**config.mk**
```make
export PLATFORM = sky130hd
export DESIGN_NAME = grouped_irq_arbiter
export DESIGN_NICKNAME = d
export VERILOG_FILES = /design/src/rtl/irq_arb_pkg.sv /design/src/rtl/irq_line_state.sv /design/src/rtl/irq_pick.sv /design/src/rtl/irq_preempt_gate.sv /design/src/rtl/grouped_irq_arbiter.sv
export SDC_FILE = /design/constraint.sdc
export NUM_CORES = 1
export LEC_CHECK = 0
export BUFFER_PORTS_ARGS = -buffer_cell sky130_fd_sc_hd__buf_2
export CAP_MARGIN = 20
export CORE_MARGIN = 2
export CORE_UTILIZATION = 42
export CTS_CLUSTER_DIAMETER = 60
export CTS_CLUSTER_SIZE = 24
export DETAILED_ROUTE_END_ITERATION = 16
export PLACE_DENSITY = 0.67
export SLEW_MARGIN = 20
export SYNTH_ARGS = -nofsm -noshare
export SYNTH_HDL_FRONTEND = slang
export SYNTH_SLANG_ARGS = --single-unit
export TNS_END_PERCENT = 100
```
**constraint.sdc**
```tcl
create_clock -name clk -period 49 [get_ports clk]
set_input_delay 9.8 -clock clk [delete_from_list [all_inputs] [get_ports clk]]
set_output_delay 9.8 -clock clk [all_outputs]
set_load 0.03 [all_outputs]
```
**src/rtl/irq_arb_pkg.sv**
```systemverilog
package irq_arb_pkg;
  localparam int PRIO_W = 4;
  localparam int GRP_W  = 3;

  // Number of pre-emption bits selected by a grouping value; saturates.
  function automatic int unsigned preempt_bits(input logic [GRP_W-1:0] g);
    return (int'(g) > PRIO_W) ? PRIO_W : int'(g);
  endfunction

  // Upper bits of an urgency value that take part in pre-emption.
  function automatic logic [PRIO_W-1:0] preempt_field(input logic [PRIO_W-1:0] p,
                                                      input logic [GRP_W-1:0]  g);
    int unsigned k;
    k = preempt_bits(g);
    if (k == 0) return '0;
    return p >> (PRIO_W - k);
  endfunction
endpackage

```
**src/rtl/irq_line_state.sv**
```systemverilog
module irq_line_state #(
  parameter int NUM_LINES = 8
) (
  input  logic                 clk,
  input  logic                 rst_n,
  input  logic [NUM_LINES-1:0] pend_set,
  input  logic [NUM_LINES-1:0] pend_clr,
  input  logic [NUM_LINES-1:0] en_set,
  input  logic [NUM_LINES-1:0] en_clr,
  input  logic [NUM_LINES-1:0] take_hot,
  input  logic [NUM_LINES-1:0] end_hot,
  output logic [NUM_LINES-1:0] pending,
  output logic [NUM_LINES-1:0] enable,
  output logic [NUM_LINES-1:0] active
);
  for (genvar i = 0; i < NUM_LINES; i++) begin : g_line
    always_ff @(posedge clk or negedge rst_n) begin
      if (!rst_n) begin
        pending[i] <= 1'b0;
        enable[i]  <= 1'b0;
        active[i]  <= 1'b0;
      end else begin
        pending[i] <= (pending[i] & ~pend_clr[i] & ~take_hot[i]) | pend_set[i];
        enable[i]  <= (enable[i] & ~en_clr[i]) | en_set[i];
        active[i]  <= (active[i] & ~end_hot[i]) | take_hot[i];
      end
    end
  end
endmodule

```
**src/rtl/irq_pick.sv**
```systemverilog
module irq_pick
  import irq_arb_pkg::*;
#(
  parameter int NUM_LINES = 8,
  localparam int IDX_W    = $clog2(NUM_LINES)
) (
  input  logic [NUM_LINES-1:0]        req,
  input  logic [NUM_LINES*PRIO_W-1:0] prio_flat,
  output logic                        found,
  output logic [IDX_W-1:0]            best_idx,
  output logic [PRIO_W-1:0]           best_prio
);
  // Ascending scan with strict compare: the lower index keeps a tie.
  always_comb begin
    found     = 1'b0;
    best_idx  = '0;
    best_prio = '1;
    for (int i = 0; i < NUM_LINES; i++) begin
      if (req[i] && (!found || prio_flat[i*PRIO_W +: PRIO_W] < best_prio)) begin
        found     = 1'b1;
        best_idx  = IDX_W'(i);
        best_prio = prio_flat[i*PRIO_W +: PRIO_W];
      end
    end
  end
endmodule

```
**src/rtl/irq_preempt_gate.sv**
```systemverilog
module irq_preempt_gate
  import irq_arb_pkg::*;
(
  input  logic              cand_valid,
  input  logic [PRIO_W-1:0] cand_prio,
  input  logic              act_run,
  input  logic [PRIO_W-1:0] act_prio,
  input  logic [GRP_W-1:0]  grp_sel,
  output logic              take_req
);
  logic [PRIO_W-1:0] cand_pre, act_pre;
  assign cand_pre = preempt_field(cand_prio, grp_sel);
  assign act_pre  = preempt_field(act_prio, grp_sel);
  assign take_req = cand_valid && (!act_run || (cand_pre < act_pre));
endmodule

```
**src/rtl/grouped_irq_arbiter.sv**
```systemverilog
module grouped_irq_arbiter
  import irq_arb_pkg::*;
#(
  parameter int NUM_LINES = 8,
  localparam int IDX_W    = $clog2(NUM_LINES)
) (
  input  logic                        clk,
  input  logic                        rst_n,
  input  logic [GRP_W-1:0]            grp_sel,
  input  logic [NUM_LINES*PRIO_W-1:0] prio_flat,
  input  logic [NUM_LINES-1:0]        pend_set,
  input  logic [NUM_LINES-1:0]        pend_clr,
  input  logic [NUM_LINES-1:0]        en_set,
  input  logic [NUM_LINES-1:0]        en_clr,
  input  logic                        act_run,
  input  logic [PRIO_W-1:0]           act_prio,
  input  logic                        accept,
  input  logic                        eoi,
  input  logic [IDX_W-1:0]            eoi_line,
  output logic [NUM_LINES-1:0]        pending_o,
  output logic [NUM_LINES-1:0]        enable_o,
  output logic [NUM_LINES-1:0]        active_o,
  output logic [IDX_W-1:0]            win_idx,
  output logic                        win_valid,
  output logic                        take_req
);
  logic [NUM_LINES-1:0] eligible;
  logic [NUM_LINES-1:0] take_hot;
  logic [NUM_LINES-1:0] end_hot;
  logic [PRIO_W-1:0]    win_prio;
  logic                 accept_fire;

  assign eligible    = pending_o & enable_o;
  assign accept_fire = accept && take_req;

  for (genvar i = 0; i < NUM_LINES; i++) begin : g_hot
    assign take_hot[i] = accept_fire && (win_idx == IDX_W'(i));
    assign end_hot[i]  = eoi && (eoi_line == IDX_W'(i));
  end

  irq_line_state #(.NUM_LINES(NUM_LINES)) u_state (
    .clk(clk), .rst_n(rst_n),
    .pend_set(pend_set), .pend_clr(pend_clr),
    .en_set(en_set), .en_clr(en_clr),
    .take_hot(take_hot), .end_hot(end_hot),
    .pending(pending_o), .enable(enable_o), .active(active_o)
  );

  irq_pick #(.NUM_LINES(NUM_LINES)) u_pick (
    .req(eligible), .prio_flat(prio_flat),
    .found(win_valid), .best_idx(win_idx), .best_prio(win_prio)
  );

  irq_preempt_gate u_gate (
    .cand_valid(win_valid), .cand_prio(win_prio),
    .act_run(act_run), .act_prio(act_prio), .grp_sel(grp_sel),
    .take_req(take_req)
  );
endmodule

```
-- Yosys cells after proc, flatten, opt, wreduce, memory -nomap -nowiden
Cells that the tools add are included.
- register bits: 24
- input port bits: 79
- output and inout bits: 29
- logic and storage cells: 211
- $add $sub $neg: 1
- magnitude comparators: 9
- equality and inequality tests: 14
- shifts and indexed selects: 2
- multiplexer cells: 28
- bitwise gates (word level): 89
- reduce and logical (&&, ||, !) cells: 44
- operators with widths (cell ; count):
    $shr A4 B32 Y4 ; 2
    $mux W4 ; 11
    $and A1 B1 Y1 ; 32
    $logic_not A32 Y1 ; 1
    $lt A4 B4 Y1 ; 8
    $not A1 Y1 ; 32
    $sub A3 B32 Y32 const A ; 1
    $logic_and A1 B1 Y1 ; 25
    $eq A3 B3 Y1 const B ; 8
    $or A1 B1 Y1 ; 24
    $mux W3 ; 5
    $eq A3 B2 Y1 const B ; 4
    $mux W1 ; 10
    $and A8 B8 Y8 ; 1
    $logic_not A1 Y1 ; 8
    $logic_or A1 B1 Y1 ; 8
    $eq A3 B1 Y1 const B ; 2
    $logic_not A3 Y1 ; 2
    $mux W2 ; 2
    $gt A3 B3 Y1 const B ; 1

-- Depth between registers and ports, before layout
- depth in word-level cells: 40
- mapped depth: 77
- gate-level depth less buffers: 72

-- By module
From an unflattened synthesis, not the netlist that was laid out.
- cells, all modules: 337
- area total of the unflattened synthesis: 2821.5 um^2
- by module, submodules not included (module ; times used ; cells each ; area an instance (um^2) ; sequential area each (um^2)):
    irq_pick ; 1 ; 193 ; 1435.1 ; 0.0
    irq_line_state ; 1 ; 72 ; 873.3 ; 600.6
    irq_preempt_gate ; 1 ; 38 ; 302.8 ; 0.0
    grouped_irq_arbiter ; 1 ; 34 ; 210.2 ; 0.0

-- Worst setup path before layout
Ideal clock, no wire load.
- path type: in2out
- start point: input prio_flat[3]
- end point: output take_req
- data arrival time: 21.585 ns
- data required time: 39.200 ns
- path slack: 17.615 ns
- cell stages on the path: 64
- buffers on the path: 4
- cells stage by stage: nor2_1 > ha_1 > and3_4 > a311oi_2 > o21ai_2 > a21oi_1 > inv_1 > ha_1 > nand3_1 > o21ba_2 > a2111o_1 > nand2_1 > buf_6 > nand2_1 > o21ai_0 > inv_1 > ha_1 > and3_1 > (+28 left out) > o311ai_0 > o21ai_1 > clkbuf_1 > mux2i_1 > ha_1 > o21a_1 > o21ai_0 > o211ai_1 > a21oi_1 > a21oi_4 > mux2i_1 > or3_1 > nor3_1 > ha_1 > nor2b_1 > o21ai_0 > and2_1 > a21boi_0
- cells in the longest elaborated chain, start to end: 34
- elaborated cells on any way between the ends: 47
- those cells by class: order compare (8); shift (1); mux (16); reduce/logical (22)
- RTL lines (what ; line ; source):
    start, declared ; grouped_irq_arbiter.sv:10 ; input logic [NUM_LINES*PRIO_W-1:0] prio_flat,
    $mux W4 * ; irq_pick.sv:19 ; if (req[i] && (!found || prio_flat[i*PRIO_W +: PRIO_W] < best_prio)) begin
    $lt A4 B4 Y1 ; irq_pick.sv:19 ;
    $logic_or A1 B1 Y1 ; irq_pick.sv:19 ;
    $logic_and A1 B1 Y1 ; irq_pick.sv:19 ;
    $mux W4 or $mux W1 (tied branches) ; irq_pick.sv:19 ;
    $lt A4 B4 Y1 or $logic_not A1 Y1 (tied branches) ; irq_pick.sv:19 ;
    $logic_or A1 B1 Y1 ; irq_pick.sv:19 ;
    $logic_and A1 B1 Y1 ; irq_pick.sv:19 ;
    (+18 left out) ; n/a ;
    $logic_or A1 B1 Y1 ; irq_pick.sv:19 ;
    $logic_and A1 B1 Y1 ; irq_pick.sv:19 ;
    $mux W4 ; irq_pick.sv:19 ;
    $shr A4 B32 Y4 ; irq_arb_pkg.sv:16 ; return p >> (PRIO_W - k);
    $mux W4 ; irq_arb_pkg.sv:16 ;
    $lt A4 B4 Y1 ; irq_preempt_gate.sv:14 ; assign take_req = cand_valid && (!act_run || (cand_pre < act_pre));
    $logic_or A1 B1 Y1 ; irq_preempt_gate.sv:14 ;
    $logic_and A1 B1 Y1 * ; irq_preempt_gate.sv:14 ;
    end, declared ; grouped_irq_arbiter.sv:25 ; output logic take_req
Mark *: on every way between the ends. The rest lies on a longest branch, timed or not.

-- Final worst setup path
Same ends and word-level chain as after synthesis.

==> out/qor.yml <==
ys_seq_area_share_pct: 19.80
fmaxAchievable_mhz: 30.28
synth-edff-count: 0
power_density_nw_per_um2: 50.87
h-tree-depth: 1
clock-sinks: 24
wire_per_inst_um: 15.36
r2r-start: "u_state.enable[0]"
hold_violations: 0
p_sw_mw: 0.1050
antenna_found_initial: 0
drt-initial-drc-count: 196
crit_top_cell: "ha_1"
pre_cts_slack_ps: 16180
slew_headroom_pct: 28.27
num_io_pins: 108
clkSlewWorstSetupHoldPaths_ps: 80
die_w_um: 88.98
syn2layout_area_growth_pct: 21.86
fp-row-count: 30
p_leak_nw: 1.832
start_util_pct: 43.91
stdcell_area_um2: 3696
hold_buffers: 0
cp_slowest_cell: "o21ai_1"
setup.worst_path.start: "prio_flat[3]"
vias: 3501
cts_resized: 0
drcViolationCount: 0
drtAntennaViolNets: 0
antennaDiodeCount: 0
clock_skew_ps: 8.063
synth_cells: 405
worstSetupStartpointType: "input port"
grt_pass1_wl_mm: 14.75
cts_tree: "yes"
synth_seq_cells: 24
vdd_drop_max_mv: 0.05048
clock_path_buffers: 2
syn_area_per_cell_um2: 7.489
clkPwrFrac_pct: 7.3
hpwl_mm: 7.488
synthFlopType: "dfrtp_1"
seqPwrFrac_pct: 15.5
status: "completed"
place_area_um2: 3641
wl_met1_mm: 4.556
finalCriticalPeriod_ps: 33030
p_comb_share_pct: 77.2
post_cts_buffers: 0
ys_warn_count: 0
drive_gt1_share_pct: 26.04
reg2reg_to: "u_state.active[0]"
crit_type: "input port to output port"
post-route-period-util_pct: 67.41
yosysTopAreaCell: "dfrtp_1"
cp_data_required_time_ps: 39200
gp_congestion: 0.9304
rsz0062_at_grt: "false"
cts_root_buf: "clkbuf_8"
dieHeight_um: 88.98
wl_met3_um: 586
cap_violations: 0
synthesis.area_um2: 3033
grt_usage_pct: 23.03
ys_top_cells_by_area: "dfrtp_1, ha_1, a21oi_1"
cts_buffers: 3
reg2regPathDepth: 65
clk_latency_ps: 270
intPower_mw: 0.08299
fin_nets: 606
grt_max_degree: 25
worstHoldPathType: "register to register"
portBuffers: 107
drv_slew: 0
gr-total-overflow: 0
worstMarginPinSlew_ps: 1069
finalSetupViolCount: 0
die-area_um2: 7917
drt_pass1_iterations: 4
swShare_pct: 55.86
syn-num-nets: 503
synth_top_area_share_pct: 19.80
slowest_delay_ps: 870
cp-end-kind: "output port"
setup_tns_ps: 0
wl_mm: 9.264
async_reset_ff_share_pct: 100.0
grt_pass1_vias: 3229
met2_length_mm: 4.060
via_per_inst: 5.806
final_core_util_pct: 53.51
synth_cell_type_count: 75
top_layer: "met4"
r2r_setup_slack_ps: 34140
fin_ws_ps: 15970
arrival_ps: 23230
coreArea_um2: 6907
crit_end: "take_req"
cp_max_fo: 12
## placed cells by master, fill, tap and decap left out, types with 12 or more instances in the layout
master / count
buf_2: 107
inv_1: 42
a21oi_1: 36
nand2_1: 34
nor2_1: 30
o21ai_0: 27
dfrtp_1: 24
ha_1: 19
a21o_1: 15
nand3_1: 14
nand2b_1: 12
## power groups by stage
| stage | Sequential (mW) | Combinational [mW] | Clock [mW] |
|---|---|---|---|
| 6_report | 0.0291 | 0.145 | 0.0138 |
| 3_5_place_dp | 0.0291 | 0.143 | 0 |
| 2_1_floorplan | 0.0381 | 0.0990 | 0 |
| 3_3_place_gp | 0.0291 | 0.141 | 0 |
| 4_1_cts | 0.0289 | 0.144 | 0.0141 |
| 5_1_grt | 0.0296 | 0.159 | 0.0147 |
## flip-flops by register name, indices dropped and copies added (netlist names)
signal	flops
u_state.active	8
u_state.enable	8
u_state.pending	8
## critical path, delay by kind of cell
kind / cells / cell delay (ps)
buffers and inverters: 5 / 540
AOI/OAI and AO/OA: 31 / 6860
muxes: 2 / 690
adders and majority gates: 8 / 2220
and+or+nand+nor: 17 / 3130
## worst min-delay path by stage
stage	from	to	slack (ps)	cells after the start
finish	u_state.active[0]	u_state.active[0]	500	1
global placement	u_state.active[0]	u_state.active[0]	470	1
global route	u_state.active[1]	u_state.active[1]	520	1
floorplan	u_state.enable[3]	u_state.enable[3]	690	1
CTS	u_state.active[0]	u_state.active[0]	510	1
detailed placement	u_state.active[5]	u_state.active[5]	490	1
## routing by layer
layer / global-route usage (%) / up-vias
met1: 34.13 / 1643
li1: - / 1721
met2: 37.58 / 128
met3: 1.662 / 9
met5: 0 / -
met4: 3.528 / 0
## through the flow
step | instances | hold slack, ps | total power [mW]
after floorplan | 405 | 685.6 | 0.1370
after global placement | 599 | 469.6 | 0.1700
after detailed placement | 599 | 485.0 | 0.1718
after CTS | 603 | 505.2 | 0.1865
after global routing | 603 | 523.4 | 0.2036
final | 603 | 497.2 | 0.1880
## final cells by class
class | count | area [µm²]
Multi-Input combinational cell | 329 | 2223
Timing Repair Buffer | 107 | 535.5
Fill cell | 723 | 3211
Tap cell | 96 | 120.1
Clock buffer | 4 | 55.05
Inverter | 43 | 161.4
Sequential cell | 24 | 600.6
## cells by family after synthesis
logic type / Yosys count / share of synthesized area [%]
adder cells (fa/ha/maj): 21 / 8.498
multiplexers: 14 / 4.868
AND/OR/NAND/NOR: 137 / 22.94
AO/OA/AOI/OAI: 155 / 36.43
buffers and inverters: 52 / 6.889
flip-flops: 24 / 19.80
XOR/XNOR: 2 / 0.5777
## Yosys cell counts, types with 2 or more instances
cell / number
inv_1: 42
a21oi_1: 36
nand2_1: 34
nor2_1: 30
o21ai_0: 27
dfrtp_1: 24
ha_1: 19
a21o_1: 15
nand3_1: 14
nand2b_1: 12
mux2i_1: 11
nor3_1: 11
a31oi_1: 9
and3_1: 6
and2_1: 5
nor2b_1: 5
o21a_1: 5
o21bai_1: 5
a211o_1: 4
a32o_1: 4
clkbuf_1: 4
o31ai_1: 4
or3_1: 4
a211oi_1: 3
a41oi_1: 3
or2_2: 3
a2111o_1: 2
a211oi_2: 2
a221oi_1: 2
a22o_1: 2
a31o_2: 2
a32oi_1: 2
buf_2: 2
maj3_1: 2
mux2_2: 2
nand4b_1: 2
nor4b_1: 2
o2111ai_1: 2
o21ai_1: 2
o22ai_1: 2
o311ai_0: 2
or4_1: 2
xnor2_1: 2
No activity file was read; power rests on OpenSTA's default activity.
